===== config.mk =====
export PLATFORM = sky130hd
export DESIGN_NAME = sio_irq_pending
export DESIGN_NICKNAME = d
export VERILOG_FILES = /design/src/rtl/sio_irq_pending.sv
export SDC_FILE = /design/constraint.sdc
export NUM_CORES = 1
export LEC_CHECK = 0
export CAP_MARGIN = 5
export CORE_MARGIN = 2
export CORE_UTILIZATION = 46
export CTS_BUF_LIST = sky130_fd_sc_hd__clkbuf_2 sky130_fd_sc_hd__clkbuf_4 sky130_fd_sc_hd__clkbuf_8
export DETAILED_ROUTE_END_ITERATION = 10
export DONT_BUFFER_PORTS = 1
export SYNTH_ARGS = -nofsm -noshare
export SYNTH_HDL_FRONTEND = slang
export SYNTH_SLANG_ARGS = --single-unit
export TNS_END_PERCENT = 10

===== constraint.sdc =====
create_clock -name clk -period 2.06 [get_ports clk]
set_input_delay 0.206 -clock clk [delete_from_list [all_inputs] [get_ports clk]]
set_output_delay 0.206 -clock clk [all_outputs]
set_load 0.01 [all_outputs]

===== src/rtl/sio_irq_pending.sv =====
module sio_irq_pending #(
  parameter int DW = 8
) (
  input  logic          clk,
  input  logic          rst_n,
  input  logic          bus_cs,
  input  logic          bus_we,
  input  logic          bus_chan,
  input  logic          bus_data_sel,
  input  logic [DW-1:0] bus_wdata,
  output logic [DW-1:0] bus_rdata,
  input  logic [1:0]    evt_ext,
  input  logic [1:0]    tx_empty,
  input  logic [1:0]    rx_char,
  input  logic [1:0]    rx_err,
  output logic          irq
);
  localparam logic [3:0] RegMode   = 4'd1;
  localparam logic [3:0] RegPend   = 4'd3;
  localparam logic [3:0] RegMaster = 4'd9;
  localparam logic [2:0] CmdHigh   = 3'd1;
  localparam logic [2:0] CmdClrExt = 3'd2;
  localparam logic [2:0] CmdClrTx  = 3'd5;
  localparam logic [2:0] CmdClrErr = 3'd6;
  localparam int MieBit = 3;

  logic [1:0][3:0]    ptr;
  logic [1:0][DW-1:0] mode;
  logic [5:0]         master;
  logic [1:0]         pend_ext, pend_tx, pend_rx, pend_err, armed, tx_q;

  wire ctl_acc = bus_cs & ~bus_data_sel;
  wire ctl_wr  = ctl_acc & bus_we;
  wire dat_wr  = bus_cs & bus_data_sel & bus_we;
  wire dat_rd  = bus_cs & bus_data_sel & ~bus_we;
  wire [3:0] cur_ptr = ptr[bus_chan];
  wire [2:0] cmd = bus_wdata[5:3];

  wire wr_cmd    = ctl_wr && cur_ptr == 4'd0;
  wire wr_mode   = ctl_wr && cur_ptr == RegMode;
  wire wr_master = ctl_wr && cur_ptr == RegMaster;
  wire [1:0] rst_req = wr_master ? bus_wdata[7:6] : 2'b00;
  wire rst_all = rst_req == 2'b11;
  wire [1:0] rst_ch = {rst_req[1], rst_req[0]};

  wire [2:0] bits_b = {pend_rx[0] | pend_err[0], pend_tx[0], pend_ext[0]};
  wire [2:0] bits_a = {pend_rx[1] | pend_err[1], pend_tx[1], pend_ext[1]};
  wire [7:0] pend_byte = {2'b00, bits_a, bits_b};

  assign irq = master[MieBit] & (|pend_byte);

  always_comb begin
    bus_rdata = '0;
    if (ctl_acc && !bus_we) begin
      case (cur_ptr)
        4'd0:      bus_rdata = DW'(bus_chan ? bits_a : bits_b);
        RegMode:   bus_rdata = mode[bus_chan];
        RegPend:   bus_rdata = DW'(pend_byte);
        RegMaster: bus_rdata = DW'(master);
        default:   bus_rdata = '0;
      endcase
    end
  end

  always_ff @(posedge clk) begin
    if (!rst_n) begin
      ptr <= '0; mode <= '0; master <= '0;
      pend_ext <= '0; pend_tx <= '0; pend_rx <= '0; pend_err <= '0;
      armed <= '0; tx_q <= '0;
    end else begin
      if (rst_all) master <= '0;
      else if (wr_master) master <= bus_wdata[5:0];
      for (int c = 0; c < 2; c++) begin
        automatic logic own = (bus_chan == c[0]);
        automatic logic first_mode = mode[c][4:3] == 2'b01;
        tx_q[c] <= tx_empty[c];
        if (rst_ch[c]) begin
          ptr[c] <= '0; mode[c] <= '0; armed[c] <= 1'b0;
          pend_ext[c] <= 1'b0; pend_tx[c] <= 1'b0;
          pend_rx[c] <= 1'b0; pend_err[c] <= 1'b0;
        end else begin
          if (ctl_acc && own)
            ptr[c] <= wr_cmd ? {cmd == CmdHigh, bus_wdata[2:0]} : 4'd0;

          if (wr_mode && own) begin
            mode[c] <= bus_wdata; armed[c] <= 1'b1;
          end else if (rx_char[c] && first_mode) armed[c] <= 1'b0;

          if (evt_ext[c] && mode[c][0]) pend_ext[c] <= 1'b1;
          else if (own && wr_cmd && cmd == CmdClrExt) pend_ext[c] <= 1'b0;

          if (tx_empty[c] && !tx_q[c] && mode[c][1]) pend_tx[c] <= 1'b1;
          else if (own && ((wr_cmd && cmd == CmdClrTx) || dat_wr)) pend_tx[c] <= 1'b0;

          if (rx_char[c] && (mode[c][4] || (first_mode && armed[c]))) pend_rx[c] <= 1'b1;
          else if (own && dat_rd) pend_rx[c] <= 1'b0;

          if (rx_char[c] && rx_err[c] && mode[c][4:3] != 2'b00) pend_err[c] <= 1'b1;
          else if (own && wr_cmd && cmd == CmdClrErr) pend_err[c] <= 1'b0;
        end
      end
    end
  end
endmodule


# Word-level counts from Yosys, hierarchy flattened
# Index checks and enable logic that the tools add are counted.
dict set report totals {
  ff_bits 42
  in_bits 22
  out_inout_bits 9
  elab_cells 126
}
dict set report op_classes {
  order_cmp 1
  n_eq_ne 10
  muxes 29
  bitwise_logic 12
  n_reduce_logical 58
}
# op count
set ops {}
lappend ops {{$logic_and A1 B1 Y1} 35}
lappend ops {{$pmux W8 S4} 1}
lappend ops {{$mux W8} 3}
lappend ops {{$reduce_bool A2 Y1} 12}
lappend ops {{$mux W1} 20}
lappend ops {{$mux W4} 3}
lappend ops {{$and A1 B1 Y1} 6}
lappend ops {{$eq A3 B3 Y1 const B} 2}
lappend ops {{$reduce_or A2 Y1} 3}
lappend ops {{$reduce_or A6 Y1} 1}
lappend ops {{$eq A2 B1 Y1 const B} 2}
lappend ops {{$eq A4 B1 Y1 const B} 1}
lappend ops {{$eq A4 B2 Y1 const B} 1}
lappend ops {{$eq A4 B4 Y1 const B} 1}
lappend ops {{$logic_not A4 Y1} 1}
lappend ops {{$not A1 Y1} 4}
lappend ops {{$eq A3 B1 Y1 const B} 1}
lappend ops {{$eq A3 B2 Y1 const B} 1}
lappend ops {{$logic_not A1 Y1} 3}
lappend ops {{$logic_or A1 B1 Y1} 3}
lappend ops {{$mux W3} 1}
lappend ops {{$eq A2 B2 Y1 const B} 1}
lappend ops {{$lt A1 B2 Y1 const B} 1}
lappend ops {{$mux W2} 1}
lappend ops {{$or A1 B1 Y1} 2}

# Depth between registers and ports, before layout
dict set report depth {
  word_depth 9
  ltp_mapped 7
  depth_no_buf 4
}

# Least setup slack after synthesis
# No wires, ideal clock.
dict set report synth_timing {
  path_type {reg2out}
  from {register ptr[5] in the netlist's numbering}
  to {output bus_rdata[3]}
  arrival_time_ps 1342
  required_time_ps 1854
  slack_ps 512
  stages_incl_launch_ff 5
  path_buffers 0
  cell_sequence {dfxtp_1 > and3b_1 > or2_2 > a222oi_1 > nor2_1}
}
dict set report synth_via {
  elab_chain_len 5
  word_cells_on_any_way 8
  cone_classes {eq/ne (3); mux (4); reduce/logical (1)}
}
# element line
set synth_lines {}
lappend synth_lines {{start: declaration} 27} ;# logic [1:0][3:0] ptr;
lappend synth_lines {{start signal: indexed assignment} 83} ;# ptr[c] <= wr_cmd ? {cmd == CmdHigh, bus_wdata[2:0]} : 4'd0;
lappend synth_lines {{$mux W4 (implied by the code) (*) (2 in a row)} 36} ;# wire [3:0] cur_ptr = ptr[bus_chan];
lappend synth_lines {{$eq A4 B4 Y1 (tied with other cells)} 55} ;# case (cur_ptr)
lappend synth_lines {{$pmux W8 S4 (*)} 55}
lappend synth_lines {{$mux W8 (*)} 54} ;# if (ctl_acc && !bus_we) begin
lappend synth_lines {{end: declaration} 11} ;# output logic [DW-1:0] bus_rdata,
# Every way passes the cells marked *; elsewhere a longest branch is shown, timed or not. The select of a mux whose other input is x is not followed.

# Final worst setup path
dict set report layout_timing {
  from {register ptr[3] in the netlist's numbering}
  to {output bus_rdata[1]}
}
# The elaborated chain is that of the path after synthesis.

==> results.md <==
* Fin crit period at 1.935 ns
* Min Hold Slack at 0.02548 ns
* Vias in the first global route at 1795
* H-Tree Depth at 2
* Total Routed Length at 6.054 mm
* Routed wire per std cell at 19.16 µm
* Slew margin rel. at 66.71%
* Syn Nets at 264
* Core box area at 4723 µm²
* Slew Limit Fails at 0
* Clk_lat worst skew at 0.30 ns
* Worst hold path class: in2reg
* CP cell instances: nor3b_2, or2_4, a32oi_1, a21oi_1
* CP Max Fanout at 6
* Die area at 5449 µm²
* Antenna Cells at 0
* Number of flops mapped to enable cells by yosys at 0
* Final #Nets at 270
* Initial DRT Pass Iterations at 6
* Post-Syn Area at 2242 µm²
* Layout cells sized above 1 at 22.09%
* Setup Skew at 0.008826 ns
* Synthesis-to-finish area growth at 9.152%
* DRC Markers at 0
* Crit path max-delay cell type: dfxtp_1
* Net Sw Frac at 24.61%
* DR vias/cell at 6.009
* Crit path kind: reg2out
* Register area share after synthesis at 37.50%
* Finish-stage setup viols at 0
* Initial drt markers at 267
* Syn Area/Cell at 9.265 µm²
* Syn Inst Count at 242
* Clock Tree Buf Depth at 2
* Fin. Hold Viols at 0
* Pin count of the biggest net entering global routing at 29
* First-pass GRT wire length at 9.556 mm
* Register bit total from synthesis at 42
* CP Launch Type: register
* PwrDens at 594.0 nW/µm²
* All-Layer GR Usage at 23.56%
* Gpl congestion at 0.9183
* Final period utilization at 93.92%
* Worst vdd ir at 340.5 µV
* Core Rows at 25
* DR vias at 1899
* Netlist cell types at 48
* CP Data Arrival Time at 1.73 ns
* PortBufs at 0
* CTS buffer count at 5
* Net switching power at 357.8 µW
* Status: complete, no violations
* F_max at 516.8 MHz
* Antenna violations before repair at 0
* Die height at 73.82 µm
* FFs w/ async S/R, synth at 0%
* Worst Setup End Kind: output port
* Worst path required time at 1.85 ns
* Starting density of the core at 47.47%
* Antenna Nets Post-Route at 0
* Setup TNS at 0 ns
* Clock power frac at 38.4%
* Clk slew on worst S/H paths at 0.09 ns
* Congestion Overflow GR at 0
* RSZ-0062 raised after global routing: no
* Most used flip-flop cell after synthesis: dfxtp_1
* Worst-Margin Slew at 0.4993 ns
* Pleak at 0.8590 nW
* CTS root buf: clkbuf_8
* Max-cap violations at 0
* Largest stage delay, worst path at 0.45 ns
* Die Wd at 73.82 µm
* CTS tree: built
* Internal power at 1.096 mW
* IO Pins at 31
* Warnings, synthesis at 0
* Combinational fraction of design power at 5.6%
* # clock sinks at 42
* DP HPWL at 4.437 mm
* Sequential share of power at 56.0%
==> cell usage in the layout, fill, tap and decap left out, types with 3 or more instances in the layout <==
cell type / count
a32oi_1: 11
a21oi_1: 12
o41ai_1: 4
o211ai_1: 4
mux2_2: 3
buf_4: 11
dfxtp_1: 40
nand3b_1: 7
clkbuf_8: 5
mux2i_1: 20
o21ai_0: 6
a21boi_0: 7
and2_1: 3
o21a_1: 3
nor2_1: 19
inv_1: 6
nand3_1: 9
nand2_1: 18
nor2_2: 11
==> cells by family after synthesis <==
kind of cell,count (synthesis),synth area share [%]
simple gates,90,22.43
compound gates,68,23.83
flops,42,37.50
mux,23,10.44
buf+inv,18,5.413
xor+xnor,1,0.3907
==> power by group through the flow <==
stage / clock [mW] / combinational (mW) / sequential, mW
3_5_place_dp: 0 / 0.0767 / 0.834
5_1_grt: 0.593 / 0.0876 / 0.814
6_report: 0.559 / 0.0807 / 0.814
4_1_cts: 0.562 / 0.0771 / 0.815
3_3_place_gp: 0 / 0.0770 / 0.834
2_1_floorplan: 0 / 0.0724 / 0.834
==> what timing repair did <==
item	in CTS	in global routing
pin swaps	0	1
hold buffers	0	0
endpoints found under the setup margin	3	8
buffers inserted	3	0
gates cloned	0	0
gates resized for setup	1	12
==> final timing paths <==
| path | startpoint | endpoint | slack [ns] | cells past startpoint |
|---|---|---|---|---|
| max | ptr[3] | bus_rdata[1] | 0.13 | 4 |
| min | tx_empty[1] | tx_q[1] | 0.03 | 1 |
| max reg2reg | ptr[0] | pend_tx[1] | 0.29 | 7 |
| min reg2reg | master[1] | master[1] | 0.47 | 2 |
==> flip-flops by register name, summed over array words and instances (netlist names) <==
name,count
pend_ext,2
ptr,8
master,6
mode,16
pend_tx,2
pend_rx,2
armed,2
tx_q,2
pend_err,2
==> synth_stat cells (2+ instances only) <==
cell type / number / area share (%)
o21a_1: 3 / 1.0
nand3b_1: 7 / 2.3
mux2i_1: 20 / 8.9
nor4_1: 2 / 0.56
nand2b_1: 2 / 0.56
o211ai_1: 4 / 1.3
o221a_2: 2 / 1.0
o31ai_1: 2 / 0.67
nand2_1: 18 / 3.0
a21boi_0: 7 / 2.3
buf_6: 5 / 2.5
o21ai_0: 6 / 1.3
a32oi_1: 11 / 4.3
buf_2: 4 / 0.89
or2_2: 3 / 0.84
nor3_1: 3 / 0.67
a222oi_1: 2 / 0.89
nor2_2: 10 / 2.8
o41ai_1: 4 / 1.6
inv_1: 6 / 1.0
o22ai_1: 2 / 0.56
mux2_2: 3 / 1.5
o21ai_4: 2 / 1.5
and3b_1: 3 / 1.2
nor3b_2: 2 / 1.1
dfxtp_1: 42 / 38
nand3_1: 9 / 2.0
a21oi_1: 12 / 2.7
buf_4: 3 / 1.0
a31oi_1: 2 / 0.56
o2bb2ai_1: 2 / 0.78
and2_1: 3 / 0.84
nor3b_1: 2 / 0.67
nor2_1: 20 / 3.3
==> per-layer routing <==
metal / up-vias / part of all wire (%) / track usage (%)
li1: 917 / - / -
met1: 893 / 45 / 32.63
met2: 77 / 45 / 34.72
met3: 12 / 8.3 / 7.682
met4: 0 / 2.0 / 7.071
met5: - / 0 / 0
==> critical path: cells and delay by family (launching register included) <==
kind,cells,cell delay [ns]
AO/OA/AOI/OAI,2,0.38
flip-flops,1,0.45
AND/OR/NAND/NOR,2,0.60
==> area by class of cell <==
cell class                      instances  area, µm²
Clock buffer                            6      76.32
Clock inverter                          2      13.76
Fill cell                             457       2276
Inverter                                6      22.52
Multi-Input combinational cell        182       1323
Sequential cell                        42      845.8
Tap cell                               67      83.83
Timing Repair Buffer                   11      82.58
==> metrics by stage <==
step | power (mW) | cells | util (%) | worst slack (ns) | cell area [µm²]
6_report | 1.454 | 316 | 51.81 | 0.1252 | 2447
5_1_grt | 1.495 | 316 | 51.81 | 0.03422 | 2447
4_1_cts | 1.454 | 316 | 50.94 | 0.02250 | 2406
3_5_place_dp | 0.9111 | 305 | 48.42 | 0.2705 | 2287
3_3_place_gp | 0.9113 | 305 | 48.42 | 0.2969 | 2287
2_1_floorplan | 0.9062 | 242 | - | 0.5123 | 2242
Power figures use the tool's default switching activity.
